==> src/rtl/dbgp_pkg.sv <==
package dbgp_pkg;
    typedef enum logic [1:0] {
        ST_VALID  = 2'b00,
        ST_SEQERR = 2'b01,
        ST_INTR   = 2'b10,
        ST_NULL   = 2'b11
    } stat_e;

    typedef enum logic [1:0] {
        S_IDLE,
        S_SHIFT,
        S_HOLD,
        S_RESP
    } fsm_e;

    localparam logic KIND_INSN = 1'b0;
    localparam logic KIND_DATA = 1'b1;
endpackage

==> src/rtl/dbgp_shifter.sv <==
module dbgp_shifter #(
    parameter int W = 32,
    localparam int OW = W + 2,
    localparam int IW = W + 1
) (
    input  logic          clk,
    input  logic          rst_n,
    input  logic          load,
    input  logic [OW-1:0] load_word,
    input  logic          shift,
    input  logic          sdi,
    output logic          sdo,
    output logic [IW-1:0] in_word
);
    logic [OW-1:0] out_sr;
    logic [IW-1:0] in_sr;

    always_ff @(posedge clk) begin
        if (!rst_n) begin
            out_sr <= '0;
            in_sr  <= '0;
        end else if (load) begin
            out_sr <= load_word;
        end else if (shift) begin
            out_sr <= {out_sr[OW-2:0], 1'b0};
            in_sr  <= {in_sr[IW-2:0], sdi};
        end
    end

    assign sdo     = out_sr[OW-1];
    assign in_word = in_sr;
endmodule

==> src/rtl/dbgp_status_q.sv <==
module dbgp_status_q
    import dbgp_pkg::*;
#(
    parameter int W = 32
) (
    input  logic         clk,
    input  logic         rst_n,
    input  logic         take,
    input  logic         set_seq,
    input  logic         set_int,
    input  logic         wr_valid,
    input  logic [W-1:0] wr_data,
    output stat_e        pick_stat,
    output logic [W-1:0] pick_pay
);
    logic         seq_q, dat_q, int_q;
    logic [W-1:0] dat_r;

    always_comb begin
        pick_pay = '0;
        if (seq_q) begin
            pick_stat = ST_SEQERR;
        end else if (dat_q) begin
            pick_stat = ST_VALID;
            pick_pay  = dat_r;
        end else if (int_q) begin
            pick_stat = ST_INTR;
        end else begin
            pick_stat = ST_NULL;
        end
    end

    always_ff @(posedge clk) begin
        if (!rst_n) begin
            seq_q <= 1'b0;
            dat_q <= 1'b0;
            int_q <= 1'b0;
            dat_r <= '0;
        end else begin
            seq_q <= (seq_q & ~(take & (pick_stat == ST_SEQERR))) | set_seq;
            dat_q <= (dat_q & ~(take & (pick_stat == ST_VALID))) | wr_valid;
            int_q <= (int_q & ~(take & (pick_stat == ST_INTR))) | set_int;
            if (wr_valid) begin
                dat_r <= wr_data;
            end
        end
    end
endmodule

==> src/rtl/dbg_seq_port.sv <==
module dbg_seq_port
    import dbgp_pkg::*;
#(
    parameter int W = 32
) (
    input  logic         clk,
    input  logic         rst_n,
    input  logic         fr_sel,
    input  logic         fr_shift,
    input  logic         fr_sdi,
    output logic         fr_sdo,
    input  logic         cpu_req,
    input  logic         cpu_kind,
    output logic         cpu_rdy,
    output logic         cpu_err,
    output logic [W-1:0] cpu_rdata,
    input  logic         cpu_wvalid,
    input  logic [W-1:0] cpu_wdata,
    input  logic         cpu_irq
);
    localparam int IW = W + 1;

    fsm_e         state_q, state_d;
    stat_e        pick_stat;
    logic [W-1:0] pick_pay;
    logic [IW-1:0] in_word;
    logic         drop_q;
    logic         hold_type;
    logic [W-1:0] hold_pay;
    logic         frame_start, frame_end, mism, bus_err;

    assign frame_start = (state_q == S_IDLE) && fr_sel;
    assign frame_end   = (state_q == S_SHIFT) && !fr_sel;
    assign mism        = (cpu_kind != hold_type);
    assign bus_err     = (state_q == S_HOLD) && cpu_req && mism;

    dbgp_shifter #(.W(W)) u_shift (
        .clk       (clk),
        .rst_n     (rst_n),
        .load      (frame_start),
        .load_word ({pick_stat, pick_pay}),
        .shift     ((state_q == S_SHIFT) && fr_sel && fr_shift),
        .sdi       (fr_sdi),
        .sdo       (fr_sdo),
        .in_word   (in_word)
    );

    dbgp_status_q #(.W(W)) u_stq (
        .clk       (clk),
        .rst_n     (rst_n),
        .take      (frame_start),
        .set_seq   (bus_err),
        .set_int   (bus_err | cpu_irq),
        .wr_valid  (cpu_wvalid),
        .wr_data   (cpu_wdata),
        .pick_stat (pick_stat),
        .pick_pay  (pick_pay)
    );

    // next-state logic
    always_comb begin
        state_d = state_q;
        unique case (state_q)
            S_IDLE:  if (fr_sel)  state_d = S_SHIFT;
            S_SHIFT: if (!fr_sel) state_d = drop_q ? S_IDLE : S_HOLD;
            S_HOLD:  if (cpu_req) state_d = S_RESP;
            S_RESP:  state_d = S_IDLE;
        endcase
    end

    // state register
    always_ff @(posedge clk) begin
        if (!rst_n) state_q <= S_IDLE;
        else        state_q <= state_d;
    end

    // registered outputs and frame bookkeeping
    always_ff @(posedge clk) begin
        if (!rst_n) begin
            cpu_rdy   <= 1'b0;
            cpu_err   <= 1'b0;
            cpu_rdata <= '0;
            drop_q    <= 1'b0;
            hold_type <= KIND_INSN;
            hold_pay  <= '0;
        end else begin
            cpu_rdy <= 1'b0;
            if (frame_start) begin
                drop_q <= (pick_stat == ST_SEQERR) || (pick_stat == ST_INTR);
            end
            if (frame_end && !drop_q) begin
                hold_type <= in_word[IW-1];
                hold_pay  <= in_word[W-1:0];
            end
            if ((state_q == S_HOLD) && cpu_req) begin
                cpu_rdy   <= 1'b1;
                cpu_err   <= mism;
                cpu_rdata <= mism ? '0 : hold_pay;
            end
        end
    end
endmodule

==> config.mk <==
export PLATFORM = sky130hd
export DESIGN_NAME = dbg_seq_port
export DESIGN_NICKNAME = d
export VERILOG_FILES = /design/src/rtl/dbgp_pkg.sv /design/src/rtl/dbgp_shifter.sv /design/src/rtl/dbgp_status_q.sv /design/src/rtl/dbg_seq_port.sv
export SDC_FILE = /design/constraint.sdc
export NUM_CORES = 1
export LEC_CHECK = 0
export ABC_CLOCK_PERIOD_IN_PS = 3620
export BUFFER_PORTS_ARGS = -buffer_cell sky130_fd_sc_hd__clkbuf_2
export CORE_AREA = 2 2 112 114
export DETAILED_ROUTE_END_ITERATION = 7
export DIE_AREA = 0 0 114 116
export GPL_TIMING_DRIVEN = 0
export PLACE_DENSITY_LB_ADDON = 0.3
export SLEW_MARGIN = 30
export SYNTH_ARGS = -nofsm -noshare
export SYNTH_HDL_FRONTEND = slang
export SYNTH_HIERARCHICAL = 1
export SYNTH_SLANG_ARGS = --single-unit
==> constraint.sdc <==
create_clock -name clk -period 3.62 [get_ports clk]
set_input_delay 0.543 -clock clk [delete_from_list [all_inputs] [get_ports clk]]
set_output_delay 0.543 -clock clk [all_outputs]
set_load 0.01 [all_outputs]
==> reports/qor.yml, run 1 <==
syn_inst: 692
path_clk_slew_ns: 0.06
cp_max_fo: 10
routed_wl_um: 13400
dr.first_iter.drc_count: 244
slew_viol_final: 0
layout.nets: 826
via_per_inst: 5.21
cts_buffer_depth: 2
area_growth_pct: 16.4
drive_above_1_share: 0.268
htree_num_levels: 4
crit_path_start_kind: "register"
drt-wirelength-per-cell_um: 14.2
core_sq_mm: 0.0119
final_area_sq_mm: 0.00816
status: "finished, final reports clean"
ys_seq_area_frac: 0.491
grt_max_degree: 18
skew_ns: 0.00878
fillers: 952
drc_errors: 0
num_vias: 4924
ys_top_cells_by_area: "dfxtp_1, mux2i_1, nand2_1, a21boi_2, a22o_1"
criticalPathCategory: "register to register"
io_pins: 76
clock.fmax_ghz: 0.547
multi_input_area_sq_mm: 0.00312
hpwl_um: 9690
cts_buffers: 17
slew_headroom: 0.564
die_y_um: 116
yosys_warnings: 6
seqCellArea_sq_mm: 0.00344
post_cts_buffers: 0
syn_avg_cell_area_sq_um: 10.1
ir_drop_mv: 0.299
die_area_sq_mm: 0.0132
cp.arrival_ns: 2.18
netlist_area_sq_mm: 0.00701
rsz0062_at_grt: "no"
powerDensity_mw_per_mm2: 500
p_total_mw: 4.08
setup_violations: 0
root_buffer: "clkbuf_16"
cts_tree: "done"
drt.antenna.violating_nets: 0
clock_sinks: 172
initial_core_util: 0.588
cp.required_ns: 3.98
grt_overflow: 0
cp-end-kind: "register"
grt_pass1_wl_um: 22500
clkLatencyLatePin_ns: 0.43
p_leak_nw: 3.19
portBuffers: 74
diodes: 0
tightest_slew_ns: 0.652
min_path_type: "input port to register"
synth.distinct_cells: 35
num_rows: 40
die_x_um: 114
post_cts_resize_count: 0
yosys.area.top_type_share: 0.491
synthesis.nets: 733
synth.ff_latch_count: 172
period_share: 0.505
drv_cap: 0
min-delay-start: "fr_sdi"
antenna_found_initial: 0
netlist.top_cell.by_area: "dfxtp_1"
fin_tns_setup_ns: 0
ctsHoldBuffers: 0
min_period_ns: 1.83
track_usage: 0.215
dpl-instance-area_sq_mm: 0.00756
gp_congestion: 0.804
final_hold_viol_count: 0
drt_pass1_iterations: 4
grt_pass1_vias: 4934
power by group:
group | internal (mW) | switching [mW]
clock | 1.06 | 0.742
sequential | 1.95 | 0.0340
combinational | 0.143 | 0.155
critical path: stages (launching register included):
cell and delay, ns:
dfxtp_1 0.38, nor3b_2 0.59, nand2b_1 0.19, buf_4 0.13
buf_2 0.21, nand2_1 0.11, a21boi_2 0.14
synth_stat cells, drive strengths merged:
| master | instances |
|---|---|
| and2b | 1 |
| a21oi | 35 |
| buf | 43 |
| and3 | 1 |
| o21bai | 1 |
| nand3b | 1 |
| o211a | 2 |
| and2 | 34 |
| o21a | 1 |
| or4b | 1 |
| and3b | 1 |
| a21boi | 68 |
| dfxtp | 172 |
| xnor2 | 2 |
| or2 | 1 |
| nor4b | 1 |
| nor2b | 36 |
| or2b | 1 |
| nand2 | 137 |
| mux2i | 65 |
| nand2b | 2 |
| nor2 | 4 |
| nor3b | 2 |
| a22o | 32 |
| o21ai | 35 |
| clkbuf | 12 |
| inv | 1 |
metal layers:
metal  wire length [um]  GRT usage  share of wire  up-vias
met5                  0          0              0        -
met4                362      0.109          0.027        0
met1               6020      0.249           0.45     2289
met2               6590      0.374           0.49       85
li1                   -          -              -     2524
met3                440     0.0513          0.033       26
stage by stage:
step,util,std cells,hold slack [ns],setup slack (ns)
2_1_floorplan,-,692,0.431,1.77
3_3_place_gp,0.635,913,0.441,1.27
3_5_place_dp,0.635,913,0.446,1.17
4_1_cts,0.685,945,0.359,1.41
5_1_grt,0.685,945,0.373,1.67
6_report,0.685,945,0.363,1.79
worst paths after layout:
path         slack [ns]  cells after the start             endpoint
max                1.79                      6  u_shift/in_word[25]
min                0.36                      3   u_shift/in_word[0]
max reg2reg        1.79                      6  u_shift/in_word[25]
min reg2reg        0.45                      2          hold_pay[1]
cell type report:
type,count,area share
plain buffers,55,0.0546
clock buffers,20,0.0560
clock inverters,12,0.0167
inverters,1,0.000460
multi-input cells,464,0.382
flip-flops and latches,172,0.422
well taps,147,0.0225
repair buffers,74,0.0454
flip-flops by register name, summed over array words and instances, names as in the netlist, named ones only:
| name | cells |
|---|---|
| hold_pay | 32 |
| cpu_rdata | 32 |
| u_shift/out_sr | 34 |
| drop_q | 1 |
| state_q | 1 |
| hold_type | 1 |
| u_shift/in_word | 33 |
| cpu_rdy | 1 |
| cpu_err | 1 |
| u_stq/seq_q | 1 |
| u_stq/dat_r | 32 |
| u_stq/int_q | 1 |
| u_stq/dat_q | 1 |
cell families after synthesis:
kind of cell / share of synthesized area
buffers and inverters: 0.0641
DFF: 0.491
xor gates and xnor gates: 0.00250
muxes: 0.0928
and+or+nand+nor: 0.165
AOI/OAI and AO/OA: 0.184
cell usage in the layout, fill, tap and decap left out, types with 2 or more instances in the layout:
master,synthesis,layout
a21boi_1,36,36
a21boi_2,31,31
a21oi_1,35,35
a22o_1,32,32
and2_1,34,34
buf_12,6,6
buf_2,17,17
buf_4,8,8
buf_6,12,12
bufinv_16,0,2
clkbuf_1,12,13
clkbuf_16,0,17
clkbuf_2,0,74
clkbuf_8,0,2
clkinv_2,0,2
clkinv_4,0,2
clkinvlp_4,0,3
dfxtp_1,172,172
inv_6,0,3
mux2i_1,65,65
nand2_1,107,107
nand2_2,30,30
nand2b_1,2,2
nor2_1,4,4
nor2b_1,35,35
o211a_1,2,2
o21ai_1,34,34
xnor2_1,2,2
No activity file was read; power rests on OpenSTA's default activity.
==> run 2, diff against run 1 <==
--- a/config.mk
+++ b/config.mk
@@ -5,11 +5,11 @@
 export SDC_FILE = /design/constraint.sdc
 export NUM_CORES = 1
 export LEC_CHECK = 0
-export ABC_CLOCK_PERIOD_IN_PS = 3620
+export ABC_CLOCK_PERIOD_IN_PS = 1500
 export BUFFER_PORTS_ARGS = -buffer_cell sky130_fd_sc_hd__clkbuf_2
-export CORE_AREA = 2 2 112 114
+export CORE_AREA = 2 2 118 120
 export DETAILED_ROUTE_END_ITERATION = 7
-export DIE_AREA = 0 0 114 116
+export DIE_AREA = 0 0 120 122
 export GPL_TIMING_DRIVEN = 0
 export PLACE_DENSITY_LB_ADDON = 0.3
 export SLEW_MARGIN = 30
==> constraint.sdc (replaced) <==
create_clock -name clk -period 1.5 [get_ports clk]
set_input_delay 0.225 -clock clk [delete_from_list [all_inputs] [get_ports clk]]
set_output_delay 0.225 -clock clk [all_outputs]
set_load 0.01 [all_outputs]
==> reports/qor.yml, run 2 (synthesis gave the netlist of run 1 again) <==
status: "finished, violations left"
violations: "setup timing"
final_common_cell: "dfxtp_1"
clock.fmax_ghz: 0.650  # +19%
slew_headroom: 0.696  # +0.133
gp_congestion: 0.767  # -4.6%
routed-wl-met3_um: 418  # -5.0%
final_hold_viol_count: 0  # unchanged
layout.nets: 837  # +1.3%
min_period_ns: 1.54  # -0.290 ns
path_clk_slew_ns: 0.06  # about the same
antenna_found_initial: 0  # unchanged
setup_violations: 22  # +22
io_pins: 76  # unchanged
num_rows: 43  # +7.5%
grt_pass1_vias: 4814  # -2.4%
fillers: 1117  # +17%
max_stage_delay_ns: 0.38  # -0.21 ns
die_x_um: 120  # +5.3%
hpwl_um: 9720  # +0.24%
worst_slack_ns: -0.0377  # -1.83 ns
initial_core_util: 0.519  # -0.0694
mostFrequentLayoutCells: "dfxtp_1, nand2_1, clkbuf_2"
drc_errors: 0  # unchanged
htree_num_levels: 4  # unchanged
clock_sinks: 172  # unchanged
drive_above_1_share: 0.290  # +0.0223
criticalPathCategory: "register to register"
dr.first_iter.drc_count: 244  # unchanged
ir_drop_mv: 0.742  # +150%
via_per_inst: 5.06  # -2.8%
whs_ns: 0.0445  # -0.318 ns
die_area_sq_mm: 0.0146  # +11%
fin_util: 0.634  # -0.0515
path_cells: "nor3b_4, and2b_2, buf_8, clkbuf_16, nand2_2, a21boi_2"
area_growth_pct: 22.1
drt-wirelength-per-cell_um: 13.9  # -2.0%
highest_layer: "met4"
cts_buffer_depth: 2  # unchanged
cp_max_fo: 6  # -4
fin_tns_setup_ns: -0.466  # -0.466 ns
min_path_type: "input port to register"
ctsHoldBuffers: 0  # unchanged
crit_path_start_kind: "register"
skew_ns: 0.00909  # +0.000314 ns
track_usage: 0.191  # -0.0242
cp.required_ns: 1.82  # -2.16 ns
num_vias: 5008  # +1.7%
cts_buffers: 17  # unchanged
drv_cap: 0  # unchanged
tightest_slew_ns: 0.455  # -0.196 ns
p_total_mw: 10.4  # +150%
wl_met1_um: 6230  # +3.6%
rsz0062_at_grt: "yes"
cp-end-kind: "register"
seqCellArea_sq_mm: 0.00345  # +0.15%
drt_pass1_iterations: 5  # +1
routed_wl_um: 13800  # +2.5%
portBuffers: 74  # unchanged
path_buf_inv: 2  # unchanged
powerDensity_mw_per_mm2: 1210  # +140%
core_sq_mm: 0.0135  # +13%
cts_tree: "done"
largest_register: "u_shift/out_sr"
root_buffer: "clkbuf_16"
slew_viol_final: 0  # unchanged
cp.arrival_ns: 1.86  # -0.32 ns
die_y_um: 122  # +5.2%
crit_family: "simple AND/OR/NAND/NOR gates"
period_share: 1.03  # +0.520
multi_input_area_sq_mm: 0.00320  # +2.5%
diodes: 0  # unchanged
grt_pass1_wl_um: 22200  # -1.3%
drt.antenna.violating_nets: 0  # unchanged
clkLatencyLatePin_ns: 0.43  # about the same
wl_met2_um: 6860  # +4.1%
grt_max_degree: 18  # unchanged
crit_path_top_delay_cell: "dfxtp_4"
p_leak_nw: 3.45  # +8.1%
largest_reg_flops: 34  # unchanged
grt_overflow: 0  # unchanged
-- run 2: cell count changes in the layout (fill, tap and decap cells not counted), sizes merged --
cell and change:
clkbuf +4, clkinvlp +2, inv -2, clkinv -2, bufinv +3, buf +6
-- run 2: per-stage QoR --
step                      setup slack [ns]  instances  instance area [sq um]
after floorplan                     0.0400        692                   7010
after global placement              -0.173        946                   7610
after detailed placement            -0.268        946                   7610
after CTS                        -0.000734        980                   8300
after global routing               -0.0874        989                   8560
final                              -0.0377        989                   8560
-- run 2: worst paths after layout --
check | start | end | slack, ns | cells after the start
setup / recovery | register | u_shift/in_word[17] | -0.04 | 6
hold / removal | fr_sdi | u_shift/in_word[0] | 0.04 | 3
setup reg to reg | register | u_shift/in_word[17] | -0.04 | 6
hold reg to reg | hold_pay[21] | hold_pay[21] | 0.45 | 2
-- run 2: power by group --
part / switching, mW / internal [mW]
Combinational: 0.384 / 0.388
Sequential: 0.0836 / 4.71
Clock: 1.80 / 3.01
-- run 2: metal layers --
layer | track usage | vias up
met1 | 0.229 | 2352
met5 | 0 | -
met3 | 0.0440 | 22
li1 | - | 2558
met2 | 0.328 | 76
met4 | 0.0853 | 0
-- run 2: tightest hold or removal path, stage by stage --
cell and delay [ns]:
clkbuf_2 0.09, nand2_1 0.05, a21boi_1 0.05
-- run 2: timing repair --
item / 4_1_cts / 5_1_grt
gates cloned: 0 / 4
gates resized for setup: 7 / 32
pin swaps: 2 / 9
setup buffers: 2 / 6
endpoints found under the setup margin: 77 / 64
-- run 2: final cells by class --
cell class,instances,share of cell area
buffer,54,0.0562
clock buffer,19,0.0518
clock inverter,13,0.0250
inverter,1,0.000439
multi-input combinational,464,0.374
sequential,172,0.403
tap,180,0.0263
timing repair buffer,86,0.0635
==> run 3, diff against run 2 <==
--- a/config.mk
+++ b/config.mk
@@ -7,9 +7,9 @@
 export LEC_CHECK = 0
 export ABC_CLOCK_PERIOD_IN_PS = 1500
 export BUFFER_PORTS_ARGS = -buffer_cell sky130_fd_sc_hd__clkbuf_2
-export CORE_AREA = 2 2 118 120
+export CORE_AREA = 2 2 156 158
 export DETAILED_ROUTE_END_ITERATION = 7
-export DIE_AREA = 0 0 120 122
+export DIE_AREA = 0 0 158 160
 export GPL_TIMING_DRIVEN = 0
 export PLACE_DENSITY_LB_ADDON = 0.3
 export SLEW_MARGIN = 30
==> reports/qor.yml, run 3 (synthesis gave the netlist of run 1 again) <==
rsz0062_at_grt: "yes"
drt_pass1_iterations: 4  # -1
cp.required_ns: 1.87  # +0.05 ns
clkLatencyLatePin_ns: 0.43  # about the same
htree_num_levels: 4  # unchanged
skew_ns: 0.0106  # +0.00154 ns
path_clk_slew_ns: 0.07  # about the same
track_usage: 0.118  # -0.0731
layout.nets: 833  # -0.48%
min_to: "u_stq/dat_r[22]"
gp_congestion: 0.689  # -10%
reg2reg_slack_ns: 0.03  # +0.07 ns
ir_drop_mv: 0.638  # -14%
cts_tree: "done"
root_buffer: "clkbuf_16"
num_vias: 4795  # -4.3%
slew_headroom: 0.693  # -0.00307
min_path_type: "input port to register"
min_period_ns: 1.47  # -0.0656 ns
cts_buffers: 17  # unchanged
dpl-instance-area_sq_mm: 0.00779  # +2.4%
p_leak_nw: 3.26  # -5.4%
criticalPathCategory: "register to register"
core_sq_mm: 0.0238  # +76%
cts_buffer_depth: 2  # unchanged
tightest_slew_ns: 0.460  # +0.00460 ns
area_growth_pct: 21.7
seqCellArea_sq_mm: 0.00345  # about the same
drt.antenna.violating_nets: 0  # unchanged
multi_input_area_sq_mm: 0.00316  # -1.1%
initial_core_util: 0.294  # -0.225
drive_above_1_share: 0.288  # -0.00228
largest_reg_flops: 34  # unchanged
period_share: 0.981  # -0.0437
routed_wl_um: 14200  # +3.3%
powerDensity_mw_per_mm2: 1140  # -5.8%
drc_errors: 0  # unchanged
clock_sinks: 172  # unchanged
r2r_cells: 7  # +1
final_common_cell: "dfxtp_1"
p_total_mw: 9.74  # -6.1%
drv_cap: 0  # unchanged
final_area_sq_mm: 0.00853  # -0.34%
cp_max_fo: 7  # +1
portBuffers: 74  # unchanged
ctsHoldBuffers: 0  # unchanged
cp-end-kind: "register"
dp.cells: 1090  # +15%
fin_util: 0.358  # -0.276
stdcell_count: 1129  # +14%
cp.arrival_ns: 1.84  # -0.02 ns
min-delay-start: "cpu_wdata[22]"
io_pins: 76  # unchanged
final_hold_viol_count: 0  # unchanged
setup_violations: 0  # -100%
r2r_end: "u_shift/in_word[24]"
hold_depth: 3  # unchanged
antenna_found_initial: 0  # unchanged
slew_viol_final: 0  # unchanged
grt_overflow: 0  # unchanged
hpwl_um: 10100  # +3.7%
drt-wirelength-per-cell_um: 12.6  # -9.5%
die_x_um: 158  # +32%
clock.fmax_ghz: 0.679  # +4.5%
status: "finished, final reports clean"
largest_register: "u_shift/out_sr"
diodes: 0  # unchanged
num_rows: 57  # +33%
dr.first_iter.drc_count: 221  # -9.4%
grt_pass1_vias: 4762  # -1.1%
die_y_um: 160  # +31%
via_per_inst: 4.25  # -16%
grt_max_degree: 18  # unchanged
crit_path_start_kind: "register"
fillers: 2474  # +120%
grt_pass1_wl_um: 23700  # +6.6%
die_area_sq_mm: 0.0253  # +73%
mostFrequentLayoutCells: "dfxtp_1, nand2_1, clkbuf_2"
-- run 3: changes by cell type in the layout (fill, tap and decap cells not counted), sizes merged --
| cell | delta |
|---|---|
| buf | -1 |
| inv | +7 |
| bufinv | -5 |
| clkinvlp | -4 |
| clkbuf | -4 |
| clkinv | +2 |
| bufbuf | +1 |
-- run 3: final cells by class --
class / instances / area share
timing repair buffer: 83 / 0.0562
buffer: 53 / 0.0546
multi-input combinational: 464 / 0.371
inverter: 1 / 0.000440
clock inverter: 13 / 0.0150
sequential: 172 / 0.405
clock buffer: 19 / 0.0508
tap: 324 / 0.0475
-- run 3: where the power goes --
| group | leakage [nW] | internal [mW] | switching (mW) |
|---|---|---|---|
| combinational | 1.58 | 0.382 | 0.384 |
| sequential | 1.40 | 4.70 | 0.0781 |
| clock | 0.276 | 2.21 | 1.99 |
-- run 3: how the worst max path moves through the flow --
| stage | from | to | slack [ns] | depth (start not counted) |
|---|---|---|---|---|
| after floorplan | register | u_shift/in_word[26] | 0.04 | 6 |
| after global placement | register | u_shift/in_word[28] | -0.25 | 6 |
| after detailed placement | register | u_shift/in_word[26] | -0.24 | 6 |
| after CTS | state_q[0] | u_shift/in_word[3] | 0.004 | 9 |
| after global routing | register | u_shift/in_word[5] | -0.06 | 8 |
| final | register | u_shift/in_word[24] | 0.03 | 7 |
-- run 3: stage by stage --
stage / setup slack (ns) / hold WS, ns / TNS, ns
after floorplan: 0.0400 / 0.353 / 0
after global routing: -0.0612 / 0.0497 / -1.03
after detailed placement: -0.244 / 0.447 / -15.46
after CTS: 0.00425 / 0.0356 / 0
final: 0.0279 / 0.0523 / 0
after global placement: -0.254 / 0.439 / -16.65
-- run 3: routing by layer --
metal  global-route usage  part of all wire  up-vias
met4               0.0344             0.012        0
li1                     -                 -     2551
met3               0.0304             0.040       12
met2                0.190              0.46       77
met5                    0                 0        -
met1                0.156              0.49     2155
-- run 3: worst max-delay path, stage by stage, from the launching register on --
cell,delay [ns]
dfxtp_4,0.38
nand2b_4,0.15
nor2_4,0.09
buf_6,0.13
and2b_2,0.22
bufbuf_16,0.28
nand2_2,0.05
a21boi_2,0.10
-- run 3: repair_timing --
item / in CTS / in global routing
endpoints found under the setup margin: 96 / 87
buffers inserted: 7 / 1
resized for setup: 10 / 21
pin swaps: 2 / 3
cloned: 2 / 0
